## src/rtl/mvelim_pkg.sv

```systemverilog
package mvelim_pkg;

   // Reason a lane was refused; kept for observation inside the gate
   typedef enum logic [2:0] {
      RSN_GRANT  = 3'd0,
      RSN_IDLE   = 3'd1,
      RSN_FILE   = 3'd2,
      RSN_SHAPE  = 3'd3,
      RSN_QUOTA  = 3'd4,
      RSN_ZONLY  = 3'd5
   } refuse_rsn_e;

   function automatic int max_int(input int a, input int b);
      return (a > b) ? a : b;
   endfunction

endpackage

```

## src/rtl/mvelim_zero_track.sv

```systemverilog
module mvelim_zero_track #(
   parameter int NUM_AREGS = 32,
   parameter int AREG_W    = 5
) (
   input  logic                 clk,
   input  logic                 rst_n,
   input  logic                 wr_valid,
   input  logic [AREG_W-1:0]    wr_reg,
   input  logic [NUM_AREGS-1:0] wr_sub_mask,
   input  logic [NUM_AREGS-1:0] wr_parent_mask,
   input  logic                 wr_clears_upper,
   input  logic                 wr_zero,
   input  logic                 wr_elim,
   output logic [NUM_AREGS-1:0] zero_q
);

   logic [NUM_AREGS-1:0] self_bit;
   logic [NUM_AREGS-1:0] touch;
   logic [NUM_AREGS-1:0] zero_d;

   always_comb begin
      for (int k = 0; k < NUM_AREGS; k++)
         self_bit[k] = (wr_reg == AREG_W'(k));
      touch = self_bit | wr_sub_mask | (wr_clears_upper ? wr_parent_mask : '0);
   end

   always_comb begin
      zero_d = zero_q;
      if (wr_valid) begin
         if (wr_zero)
            zero_d = zero_q | touch;
         else if (!wr_elim)
            zero_d = zero_q & ~touch;
      end
   end

   always_ff @(posedge clk or negedge rst_n) begin
      if (!rst_n) zero_q <= '0;
      else        zero_q <= zero_d;
   end


   zset_chk: assert property (@(posedge clk) disable iff (!rst_n)
      wr_valid && wr_zero |=> zero_q[$past(wr_reg)]);

   zclr_chk: assert property (@(posedge clk) disable iff (!rst_n)
      wr_valid && !wr_zero && !wr_elim |=> !zero_q[$past(wr_reg)]);

   zkeep_chk: assert property (@(posedge clk) disable iff (!rst_n)
      (!wr_valid || (!wr_zero && wr_elim)) |=> zero_q == $past(zero_q));

endmodule

```

## src/rtl/mvelim_lane_gate.sv

```systemverilog
module mvelim_lane_gate
   import mvelim_pkg::*;
#(
   parameter int FILE_W  = 2,
   parameter int QUOTA_W = 3,
   parameter int CNT_W   = 2
) (
   input  logic               valid,
   input  logic [FILE_W-1:0]  src_file,
   input  logic [FILE_W-1:0]  dst_file,
   input  logic               dst_nested,
   input  logic               parent_ok,
   input  logic               clears_upper,
   input  logic [QUOTA_W-1:0] quota,
   input  logic               zero_only,
   input  logic               src_zero,
   input  logic [CNT_W-1:0]   used,
   output logic               grant,
   output refuse_rsn_e        rsn
);

   localparam int CMP_W = max_int(CNT_W, QUOTA_W);

   logic [CMP_W-1:0] used_x;
   logic [CMP_W-1:0] quota_x;
   logic             quota_full;

   assign used_x     = CMP_W'(used);
   assign quota_x    = CMP_W'(quota);
   assign quota_full = (quota_x != '0) && (used_x >= quota_x);

   always_comb begin
      if (!valid)                                     rsn = RSN_IDLE;
      else if (src_file != dst_file)                  rsn = RSN_FILE;
      else if (dst_nested && !(parent_ok && clears_upper)) rsn = RSN_SHAPE;
      else if (quota_full)                            rsn = RSN_QUOTA;
      else if (zero_only && !src_zero)                rsn = RSN_ZONLY;
      else                                            rsn = RSN_GRANT;
   end

   assign grant = (rsn == RSN_GRANT);

endmodule

```

## src/rtl/mvelim_alias_pick.sv

```systemverilog
module mvelim_alias_pick #(
   parameter int AREG_W = 5
) (
   input  logic              grant,
   input  logic [AREG_W-1:0] src,
   input  logic [AREG_W-1:0] dst,
   input  logic              has_root,
   input  logic [AREG_W-1:0] root,
   input  logic              root_alias_vld,
   input  logic [AREG_W-1:0] root_alias,
   output logic              we,
   output logic [AREG_W-1:0] tgt
);

   logic [AREG_W-1:0] base;

   assign base = has_root ? root : src;
   assign tgt  = root_alias_vld ? root_alias : base;
   assign we   = grant && (tgt != dst);

endmodule

```

## src/rtl/mvelim_unit.sv

```systemverilog
module mvelim_unit
   import mvelim_pkg::*;
#(
   parameter int NUM_AREGS = 32,
   parameter int NUM_FILES = 4,
   parameter int QUOTA_W   = 3,
   parameter int LANES     = 2,
   parameter int AREG_W    = $clog2(NUM_AREGS),
   parameter int FILE_W    = $clog2(NUM_FILES)
) (
   input  logic                           clk,
   input  logic                           rst_n,
   input  logic [NUM_FILES-1:0][QUOTA_W-1:0] cfg_quota,
   input  logic [NUM_FILES-1:0]           cfg_zero_only,
   input  logic [LANES-1:0]               mv_valid,
   input  logic [LANES-1:0][AREG_W-1:0]   mv_src,
   input  logic [LANES-1:0][AREG_W-1:0]   mv_dst,
   input  logic [LANES-1:0][FILE_W-1:0]   mv_src_file,
   input  logic [LANES-1:0][FILE_W-1:0]   mv_dst_file,
   input  logic [LANES-1:0]               mv_dst_nested,
   input  logic [LANES-1:0]               mv_parent_ok,
   input  logic [LANES-1:0]               mv_clears_upper,
   input  logic [LANES-1:0]               mv_src_has_root,
   input  logic [LANES-1:0][AREG_W-1:0]   mv_src_root,
   input  logic [LANES-1:0]               mv_root_alias_vld,
   input  logic [LANES-1:0][AREG_W-1:0]   mv_root_alias,
   input  logic                           wr_valid,
   input  logic [AREG_W-1:0]              wr_reg,
   input  logic [NUM_AREGS-1:0]           wr_sub_mask,
   input  logic [NUM_AREGS-1:0]           wr_parent_mask,
   input  logic                           wr_clears_upper,
   input  logic                           wr_zero,
   input  logic                           wr_elim,
   output logic [LANES-1:0]               mv_grant,
   output logic [LANES-1:0]               mv_zero,
   output logic [LANES-1:0]               alias_we,
   output logic [LANES-1:0][AREG_W-1:0]   alias_dst,
   output logic [LANES-1:0][AREG_W-1:0]   alias_tgt,
   output logic [NUM_AREGS-1:0]           zero_vec
);

   localparam int CNT_W = $clog2(LANES + 1);

   // elaboration-time parameter checks
   if (NUM_AREGS < 2 || NUM_AREGS != (1 << AREG_W)) begin : g_bad_aregs
      $error("NUM_AREGS must be a power of two of at least 2");
   end
   if (NUM_FILES < 2 || NUM_FILES != (1 << FILE_W)) begin : g_bad_files
      $error("NUM_FILES must be a power of two of at least 2");
   end
   if (LANES < 1 || QUOTA_W < 1) begin : g_bad_lanes
      $error("LANES and QUOTA_W must be positive");
   end

   mvelim_zero_track #(.NUM_AREGS(NUM_AREGS), .AREG_W(AREG_W)) u_zero (
      .clk             (clk),
      .rst_n           (rst_n),
      .wr_valid        (wr_valid),
      .wr_reg          (wr_reg),
      .wr_sub_mask     (wr_sub_mask),
      .wr_parent_mask  (wr_parent_mask),
      .wr_clears_upper (wr_clears_upper),
      .wr_zero         (wr_zero),
      .wr_elim         (wr_elim),
      .zero_q          (zero_vec)
   );

   logic lane_grant [LANES];

   for (genvar i = 0; i < LANES; i++) begin : g_lane
      logic [CNT_W-1:0] used;
      logic             src_zero;
      refuse_rsn_e      rsn;

      // grants of earlier lanes in the same destination file
      if (i == 0) begin : g_first
         assign used = '0;
      end else begin : g_later
         always_comb begin
            used = '0;
            for (int j = 0; j < i; j++)
               if (lane_grant[j] && (mv_dst_file[j] == mv_dst_file[i]))
                  used = used + CNT_W'(1);
         end
      end

      assign src_zero = zero_vec[mv_src[i]];

      mvelim_lane_gate #(.FILE_W(FILE_W), .QUOTA_W(QUOTA_W), .CNT_W(CNT_W)) u_gate (
         .valid        (mv_valid[i]),
         .src_file     (mv_src_file[i]),
         .dst_file     (mv_dst_file[i]),
         .dst_nested   (mv_dst_nested[i]),
         .parent_ok    (mv_parent_ok[i]),
         .clears_upper (mv_clears_upper[i]),
         .quota        (cfg_quota[mv_dst_file[i]]),
         .zero_only    (cfg_zero_only[mv_dst_file[i]]),
         .src_zero     (src_zero),
         .used         (used),
         .grant        (lane_grant[i]),
         .rsn          (rsn)
      );

      mvelim_alias_pick #(.AREG_W(AREG_W)) u_alias (
         .grant          (lane_grant[i]),
         .src            (mv_src[i]),
         .dst            (mv_dst[i]),
         .has_root       (mv_src_has_root[i]),
         .root           (mv_src_root[i]),
         .root_alias_vld (mv_root_alias_vld[i]),
         .root_alias     (mv_root_alias[i]),
         .we             (alias_we[i]),
         .tgt            (alias_tgt[i])
      );

      assign mv_grant[i]  = lane_grant[i];
      assign mv_zero[i]   = lane_grant[i] && src_zero;
      assign alias_dst[i] = mv_dst[i];


      same_file_chk: assert property (@(posedge clk) disable iff (!rst_n)
         mv_grant[i] |-> mv_src_file[i] == mv_dst_file[i]);

      zero_only_chk: assert property (@(posedge clk) disable iff (!rst_n)
         mv_grant[i] && cfg_zero_only[mv_dst_file[i]] |-> zero_vec[mv_src[i]]);

      nested_chk: assert property (@(posedge clk) disable iff (!rst_n)
         mv_grant[i] && mv_dst_nested[i] |-> mv_parent_ok[i] && mv_clears_upper[i]);

      zmove_chk: assert property (@(posedge clk) disable iff (!rst_n)
         mv_zero[i] |-> mv_grant[i] && zero_vec[mv_src[i]]);

      alias_chk: assert property (@(posedge clk) disable iff (!rst_n)
         alias_we[i] |-> mv_grant[i] && (alias_tgt[i] != alias_dst[i]));
   end

   for (genvar f = 0; f < NUM_FILES; f++) begin : g_file_chk
      int grants_in_file;
      always_comb begin
         grants_in_file = 0;
         for (int k = 0; k < LANES; k++)
            if (mv_grant[k] && (mv_dst_file[k] == FILE_W'(f)))
               grants_in_file++;
      end

      quota_chk: assert property (@(posedge clk) disable iff (!rst_n)
         cfg_quota[f] != '0 |-> grants_in_file <= int'(cfg_quota[f]));
   end

endmodule

```

## config.mk

```make
export PLATFORM = sky130hd
export DESIGN_NAME = mvelim_unit
export DESIGN_NICKNAME = d
export VERILOG_FILES = /design/src/rtl/mvelim_pkg.sv /design/src/rtl/mvelim_zero_track.sv /design/src/rtl/mvelim_lane_gate.sv /design/src/rtl/mvelim_alias_pick.sv /design/src/rtl/mvelim_unit.sv
export SDC_FILE = /design/constraint.sdc
export NUM_CORES = 1
export LEC_CHECK = 0
export ABC_CLOCK_PERIOD_IN_PS = 4270
export CAP_MARGIN = 20
export CORE_AREA = 2 2 95 97
export DETAILED_ROUTE_END_ITERATION = 8
export DIE_AREA = 0 0 97 99
export PLACE_DENSITY = 0.81
export SKIP_CTS_REPAIR_TIMING = 1
export SLEW_MARGIN = 20
export SYNTH_ARGS = -nofsm -noshare
export SYNTH_HDL_FRONTEND = slang
export SYNTH_SLANG_ARGS = --single-unit
```

## constraint.sdc

```tcl
create_clock -name clk -period 4.27 [get_ports clk]
set_clock_uncertainty 0.05 [all_clocks]
set_input_delay 0.6405 -clock clk [delete_from_list [all_inputs] [get_ports clk]]
set_output_delay 0.6405 -clock clk [all_outputs]
set_load 0.02 [all_outputs]
```

* After elaboration in Yosys (flattened, before gate mapping)
Index checks and enable logic that the tools add are counted.
** Word-level totals
- Logic and storage cells :: 102
- Flip-flop bits (word level) :: 32
- Input bits :: 151
- Output and inout bits :: 58
** Cells by class
- Magnitude comparators :: 6
- Equality and inequality tests :: 37
- Bitwise gates (word level) :: 5
- Reduce and logical (&&, ||, !) cells :: 23
- Muxes and demuxes :: 30
** Operators by type and width (count)
- 32-bit 2-to-1 mux :: 3
- 32-bit bitwise OR :: 3
- 5-bit == test (second input constant) :: 16
- 5-bit by 4-bit == test with 1-bit output (second input constant) :: 8
- 3-bit 2-to-1 mux :: 12
- 32-bit AND :: 1
- 32-bit NOT :: 1
- 5-bit by 3-bit == test with 1-bit output (second input constant) :: 4
- 5-bit 2-to-1 mux :: 4
- 1-bit logical AND :: 13
- 3-bit binary-select mux with 2-bit select :: 2
- 5-bit by 6-bit less-than comparator with 1-bit output (second input constant) :: 2
- 1-bit binary-select mux with 5-bit select :: 2
- 5-bit by 2-bit == test with 1-bit output (second input constant) :: 2
- 5-bit != test :: 2
- 3-bit zero test :: 2
- 2-bit by 3-bit less-than comparator with 1-bit output (second input constant) :: 2
- 3-bit nonzero test :: 2
- 5-bit by 1-bit == test with 1-bit output (second input constant) :: 1
- 5-bit zero test :: 1
- 1-bit 2-to-1 mux :: 5
- 1-bit binary-select mux with 2-bit select :: 2
- 1-bit zero test :: 4
- 2-bit != test :: 2
- other kinds (5) :: 5

* Depth between registers and ports, before layout
Gate-level depths: netlist of run 1.
- Depth in word-level cells :: 20
- Depth in mapped cells :: 12
- Gate-level depth less buffers :: 10

* By module
A second synthesis of run 1 with hierarchy kept.
** Second synthesis, totals
- Cell total of the unflattened synthesis :: 370
- Area total of the unflattened synthesis :: 3368.2 sq um
** By module, submodules not included
- mvelim_zero_track :: seq. area each 800.8 sq um, times used 1, area each 1710.4 sq um, cells each 156
- mvelim_unit :: seq. area each 0.0 sq um, times used 1, area each 947.2 sq um, cells each 110
- mvelim_alias_pick :: seq. area each 0.0 sq um, times used 2, area each 215.2 sq um, cells each 30
- mvelim_lane_gate :: seq. area each 0.0 sq um, times used 2, area each 140.1 sq um, cells each 22

* Worst setup path before layout of run 1
Ideal clock, no wire load.
- Path type :: input to output
- Start point :: input port mv_src[0] in the netlist's numbering
- End point :: output port mv_zero[1]
- Path buffers :: 1
- Data arrival time :: 3.011 ns
- Path slack :: 0.569 ns
- Required time :: 3.579 ns
- Cell stages on the path :: 10
- Cell sequence :: buf_6 -> mux4_1 -> mux4_2 -> nor2_1 -> a31o_2 -> a211o_1 -> ha_1 -> nand2b_1 -> a31oi_1 -> nor2b_1
** On the way
- Cells in the longest elaborated chain, start to end :: 20
** RTL lines
- start: declaration :: RTL line mvelim_unit.sv:16 : input logic [LANES-1:0][AREG_W-1:0] mv_src,
- 1-bit binary-select mux with 5-bit select :: RTL line mvelim_unit.sv:87 : assign src_zero = zero_vec[mv_src[i]];
- 1-bit 2-to-1 mux (not written as such) :: RTL line mvelim_unit.sv:87
- 1-bit zero test :: RTL line mvelim_lane_gate.sv:37 : else if (zero_only && !src_zero) rsn = RSN_ZONLY;
- 1-bit logical AND :: RTL line mvelim_lane_gate.sv:37
- 3-bit 2-to-1 mux :: RTL line mvelim_lane_gate.sv:37
- 3-bit 2-to-1 mux :: RTL line mvelim_lane_gate.sv:36 : else if (quota_full) rsn = RSN_QUOTA;
- 3-bit 2-to-1 mux :: RTL line mvelim_lane_gate.sv:35 : else if (dst_nested && !(parent_ok && clears_upper)) rsn = RSN_SHAPE;
- 3-bit 2-to-1 mux :: RTL line mvelim_lane_gate.sv:34 : else if (src_file != dst_file) rsn = RSN_FILE;
- [... 4 more ...]
- 1-bit by 3-bit greater-or-equal comparator with 1-bit output :: RTL line mvelim_lane_gate.sv:30 : assign quota_full = (quota_x != '0) && (used_x >= quota_x);
- 1-bit logical AND :: RTL line mvelim_lane_gate.sv:30
- 3-bit 2-to-1 mux :: RTL line mvelim_lane_gate.sv:36
- 3-bit 2-to-1 mux :: RTL line mvelim_lane_gate.sv:35
- 3-bit 2-to-1 mux :: RTL line mvelim_lane_gate.sv:34
- 3-bit 2-to-1 mux :: RTL line mvelim_lane_gate.sv:33 : if (!valid) rsn = RSN_IDLE;
- 3-bit zero test :: RTL line mvelim_lane_gate.sv:41 : assign grant = (rsn == RSN_GRANT);
- 1-bit logical AND :: RTL line mvelim_unit.sv:117 : assign mv_zero[i] = lane_grant[i] && src_zero;
- end: declaration :: RTL line mvelim_unit.sv:35 : output logic [LANES-1:0] mv_zero,
No other way between the ends. The select of a mux whose other input is x is not followed.

* Worst setup path in the final report of run 1
- Start point :: input port mv_src[1] in the netlist's numbering
- End point :: output port mv_zero[1]
The elaborated chain is that of the path after synthesis.

==> results of run 1 <==
## cells in the final DEF (no fill, tap or decap), drive strengths merged, types with 14 or more instances in the layout
cell type	count
a21oi	21
o21ai	40
mux4	16
mux2	17
dfrtp	32
clkdlybuf4s50	204
mux2i	14
nand2	23
a221oi	19
buf	16
o31ai	21
nor2	16
## stage by stage
step / hold WS (ps) / setup WS (ps) / utilization, % / instances
CTS: 523.9 / -670.3 / 62.00 / 637
global route: 560.9 / -6.743 / 62.51 / 638
global placement: 500.9 / -562.9 / 60.52 / 629
floorplan: 294.9 / 569.0 / - / 334
finish: 530.9 / 198.7 / 62.51 / 638
detailed placement: 511.3 / -666.1 / 60.52 / 629
## synthesized netlist by cell type, types with 10 or more instances
library cell  count
mux2i_1          14
nand2_1          23
mux4_2           10
buf_4            14
nor2_1           16
dfrtp_1          32
o21ai_0          40
inv_1            12
a221oi_1         19
mux2_2           17
o31ai_1          21
a21oi_1          21
clkbuf_1         18
## layout make-up
class / count / area [um^2]
multi-input combinational: 254 / 2039
sequential: 32 / 800.8
clock inverter: 1 / 30.03
inverter: 12 / 45.04
antenna: 1 / 2.502
tap: 108 / 135.1
fill: 718 / 3206
timing repair buffer: 223 / 2196
clock buffer: 7 / 96.34
## power groups by stage
stage	Combinational [W]	Clock [W]	Sequential, W
after floorplan	0.000252	0	0.000460
after global placement	0.000648	0	0.000423
after detailed placement	0.000662	0	0.000423
after CTS	0.000666	0.000321	0.000418
after global routing	0.000717	0.000333	0.000426
final	0.000671	0.000314	0.000419
## critical path, delay by kind of cell
| family | cells | cell delay [ps] |
|---|---|---|
| AOI/OAI and AO/OA | 5 | 1190 |
| adders and majority gates | 1 | 290 |
| buffers and inverters | 3 | 800 |
| and+or+nand+nor | 3 | 460 |
## layer usage
metal	vias to the layer above	share of wire, %	global-route usage (%)
li1	1678	-	-
met1	1657	40	28.09
met2	221	50	42.25
met3	22	7.9	3.759
met4	0	2.4	9.534
met5	-	0	0
## cells by family after synthesis
| kind of cell | count (synthesis) | share of synthesized area [%] |
|---|---|---|
| AOI/OAI and AO/OA | 128 | 27.97 |
| DFF | 32 | 26.36 |
| and+or+nand+nor | 66 | 10.34 |
| muxes | 47 | 23.52 |
| xor gates and xnor gates | 12 | 3.460 |
| adders and majority gates | 1 | 0.4118 |
| buffers and inverters | 48 | 7.949 |
## path summary, 6_finish.rpt
check / startpoint / to / slack [ps] / cells past startpoint
worst max-delay path: mv_src[1] / mv_zero[1] / 200 / 12
worst min-delay path: flop / flop / 530 / 1
worst max register to register: flop / flop / 3300 / 2
worst min register to register: flop / flop / 530 / 1
max in group asynchronous: rst_n / asynchronous set/reset pin / 3190 / 2
min in group asynchronous: rst_n / asynchronous set/reset pin / 690 / 2
==> summary.md, run 1 <==
| Metric | Value |
|---|---|
| Die W | 97 um |
| Detail Placement HPWL | 9626 um |
| Synth-to-Final Area Change | 75.95% |
| Slowest cell on the critical path | clkdlybuf4s50_1 |
| Final Hold Fails | 0 |
| Sequential power share | 29.8% |
| Seq/Total Area, Yosys | 26.36% |
| Internal power | 0.0009391 W |
| Crit Path Category | in2out |
| Port bufs | 208 |
| Via/cell ratio | 5.608 |
| Switch Pwr | 0.0004659 W |
| H-tree levels | 2 |
| Initial Util | 35.53% |
| CP peak stage delay | 420 ps |
| Drt initial violations | 155 |
| Core area | 0.008551 mm^2 |
| Vias in the first global route | 3558 |
| Synth Flop Type | dfrtp_1 |
| Clock Latency Late Sink | 290 ps |
| Syn_nets | 486 |
| Post-DP Area | 0.005175 mm^2 |
| Antenna Violating Nets Remaining | 0 |
| Die Y | 99 um |
| CP cell instances | clkdlybuf4s50_1, buf_6, nor2b_1, a221oi_2, o21ai_1, a31o_2, a211o_1, ha_1, nand2b_4, a31oi_4, nor2b_1, dlymetal6s2s_1 |
| Die area | 0.009603 mm^2 |
| Warnings from Yosys | 0 |
| Status | complete, no violations |
| Row cnt | 34 |
| Crit path DAT | 3380 ps |
| Peak supply drop | 0.1663 mV |
| Layout cell share with drive strength beyond 1 | 11.34% |
| Total number of vias | 3578 |
| Final period util | 95.35% |
| Clk buf depth | 2 |
| Critical path's most frequent cell | nor2b_1 |
| First-pass GRT wire length | 18030 um |
| Leakage | 2.098 nW |
| Startpoint Class | primary input |
| DRC violations left | 0 |
| Switching Fraction | 33.16% |
| Cells taking the most area after synthesis | dfrtp_1 (26%), mux4_2 (7.4%), o21ai_0 (6.6%) |
| Syn_area_per_cell | 9.096 um^2 |
| Worst-Margin Slew | 1036 ps |
| First-pass DRT Iterations | 5 |
| Yosys top cell by area | dfrtp_1 |
| GRT overflow | 0 |
| Antenna violations before repair | 1 |
| Worst Hold Class | reg2reg |
| WL final | 11600 um |
| EDFF count, synth | 0 |
| Final Setup Violations | 0 |
| Fin area | 0.005345 mm^2 |
| Gate power share | 47.8% |
| Cells after synthesis | 334 |
| Setup tns final | 0 ps |
| IO Pins | 209 |
| Num CTS Buffers | 5 |
| Crit. End Element | output port |
| Max Fclk | 245.6 MHz |
| Req. time, crit path | 3580 ps |
| Slew HR | 30.71% |
| Mapped cell area | 0.003038 mm^2 |
| Final Wtd Congestion | 0.9566 |
| Minimum clock period | 4071 ps |
| CTS tree | yes |
| Max-cap violation count | 0 |
| PwrDens | 262.9 mW/mm^2 |
| Fin nets | 680 |
| Clock power share | 22.4% |
| Average wire per standard cell | 18.18 um |
| Cell variety after synth | 40 |
| Max-slew violations | 0 |
| Root Driver | clkbuf_8 |
| Clock sinks | 32 |
| Post-synthesis async set-or-reset flop share | 100.0% |
| Total track usage | 23.51% |
| Worst-path fanout max | 8 |
| Largest net degree at the start of global routing | 48 |
| Synth top area share | 26.36% |
| Clk pin slew, worst setup/hold paths | 60 ps |
| Synth Register Bits | 32 |
| Tot Pwr | 0.001405 W |
Power figures use the tool's default switching activity.
==> run 2: changes to the inputs <==
GPL_TIMING_DRIVEN = 0   (was default)
==> summary.md, run 2 (synthesis gave the netlist of run 1 again) <==
| Metric | Value |
|---|---|
| Status | complete, no violations |
| Final Hold Fails | 0 (unchanged) |
| DP Worst Slack | -871.2 ps (-205.1 ps) |
| Minimum clock period | 4088 ps (+16.28 ps) |
| Die W | 97 um (unchanged) |
| Antenna violations before repair | 0 (-1) |
| Most common cell after layout, fill and taps aside | clkdlybuf4s50_1 |
| Leakage | 2.121 nW (+1.1%) |
| Worst Hold Class | in2async |
| WP buf/inv | 4 (+1) |
| Drt initial violations | 144 (-7.1%) |
| CP cell instances | dlymetal6s2s_1, buf_6, mux4_1, mux4_2, nor2_1, a31o_2, a211o_1, ha_1, nand2b_1, a31oi_4, a21boi_1, buf_4, clkbuf_2 |
| M1 GR Usage | 27.24% (-0.85 points) |
| Initial Util | 35.53% (unchanged) |
| Global route hottest layer | met2 |
| Placed Cells | 644 (+2.4%) |
| Final Worst Setup Slack | 182.4 ps (-16.28 ps) |
| H-tree levels | 2 (unchanged) |
| Worst-Margin Slew | 665.6 ps (-370.5 ps) |
| PwrDens | 260.2 mW/mm^2 (-1.0%) |
| Vias in the first global route | 3783 (+6.3%) |
| Clk pin slew, worst setup/hold paths | 60 ps (about the same) |
| CTS tree | yes |
| Port bufs | 202 (-2.9%) |
| DRC violations left | 0 (unchanged) |
| Final period util | 95.73% (+0.38 points) |
| CP delay by family, top | multiplexers |
| Crit. End Element | output port |
| Largest net degree at the start of global routing | 33 (-31%) |
| Slew HR | 55.62% (+25 points) |
| Post-DP Area | 0.005190 mm^2 (+0.29%) |
| Root Driver | clkbuf_8 |
| Die area | 0.009603 mm^2 (unchanged) |
| GR Util met3 | 3.546% (-0.21 points) |
| Via/cell ratio | 5.502 (-1.9%) |
| First-pass DRT Iterations | 5 (unchanged) |
| Total track usage | 23.68% (+0.17 points) |
| Total number of vias | 3609 (+0.87%) |
| Startpoint Class | primary input |
| Num CTS Buffers | 5 (unchanged) |
| Fin cells | 656 (+2.8%) |
| Layout cell share with drive strength beyond 1 | 12.04% (+0.70 points) |
| GRT overflow | 0 (unchanged) |
| Fillers | 710 (-1.1%) |
| Clock Latency Late Sink | 280 ps (about the same) |
| WL final | 11640 um (+0.36%) |
| First-pass GRT wire length | 18550 um (+2.9%) |
| Fin area | 0.005365 mm^2 (+0.37%) |
| Average wire per standard cell | 17.75 um (-2.4%) |
| Max-cap violation count | 0 (unchanged) |
| Peak supply drop | 0.1581 mV (-4.9%) |
| Detail Placement HPWL | 9862 um (+2.5%) |
| IO Pins | 209 (unchanged) |
| Max-slew violations | 0 (unchanged) |
| Crit path DAT | 3400 ps (+20 ps) |
| Tot Pwr | 0.001396 W (-0.63%) |
| GR met2 Demand/Resource | 44.60% (+2.4 points) |
| Clock sinks | 32 (unchanged) |
| Slowest cell on the critical path | mux4_1 |
| Core area | 0.008551 mm^2 (unchanged) |
| Most frequent cells in the layout | clkdlybuf4s50_1 (196), o21ai_0 (40), dfrtp_1 (32), nand2_1 (23) |
| Final Wtd Congestion | 0.9292 (-2.9%) |
| Synth-to-Final Area Change | 76.61% |
| Row cnt | 34 (unchanged) |
| Antenna cell count | 0 (-1) |
| Final Setup Violations | 0 (unchanged) |
| Setup tns final | 0 ps (unchanged) |
| Req. time, crit path | 3580 ps (about the same) |
| Die Y | 99 um (unchanged) |
| CP peak stage delay | 540 ps (+120 ps) |
| Max Fclk | 244.6 MHz (-0.40%) |
| Antenna Violating Nets Remaining | 0 (unchanged) |
| Worst-path fanout max | 4 (-4) |
| Clk buf depth | 2 (unchanged) |
| Fin nets | 699 (+2.8%) |
| Crit Path Category | in2out |
## run 2: cell types whose count changed in the layout (fill, tap and decap cells not counted), moves of 2 or more
cell / delta
mux4_1: -2
o21ai_0: +2
buf_1: +2
mux4_2: +2
buf_4: +3
buf_2: +3
clkdlybuf4s50_1: -8
clkbuf_1: +17
## run 2: cell type report
class | instances | area [um^2] | share of cell area [%]
repair buffers | 206 | 2044 | 38.11
multi-input cells | 254 | 2016 | 37.57
flip-flops and latches | 32 | 800.8 | 14.93
plain buffers | 36 | 197.7 | 3.685
well taps | 108 | 135.1 | 2.519
clock buffers | 7 | 96.34 | 1.796
inverters | 12 | 45.04 | 0.8396
clock inverters | 1 | 30.03 | 0.5597
## run 2: final timing paths
kind | startpoint | to | slack [ps] | depth (start not counted)
worst max-delay path | mv_src[0] | mv_grant[1] | 180 | 13
worst min-delay path | rst_n | asynchronous set/reset pin | 340 | 1
worst max register to register | flop | flop | 3390 | 1
worst min register to register | flop | flop | 530 | 1
max in group asynchronous | rst_n | asynchronous set/reset pin | 3400 | 1
min in group clk | flop | flop | 530 | 1
## run 2: layer usage
metal / share of wire, % / wire length, um / up-vias
met5: 0 / 0 / -
met4: 2.0 / 234 / 0
met3: 7.6 / 884 / 19
met2: 52 / 6016 / 211
met1: 39 / 4506 / 1659
li1: - / - / 1720
## run 2: report_power, final
| group | internal, W | switching, W | leakage (nW) |
|---|---|---|---|
| Clock | 0.000206 | 0.000107 | 0.0645 |
| Combinational | 0.000374 | 0.000294 | 1.67 |
| Sequential | 0.000354 | 0.0000606 | 0.389 |
| Total | 0.000934 | 0.000462 | 2.12 |
## run 2: metrics by stage
| stage | hold slack, ps | util, % |
|---|---|---|
| 2_1_floorplan | 294.9 | - |
| 5_1_grt | 394.4 | 62.75 |
| 6_report | 338.6 | 62.75 |
| 4_1_cts | 361.4 | 62.17 |
| 3_5_place_dp | 507.9 | 60.70 |
| 3_3_place_gp | 491.5 | 60.76 |
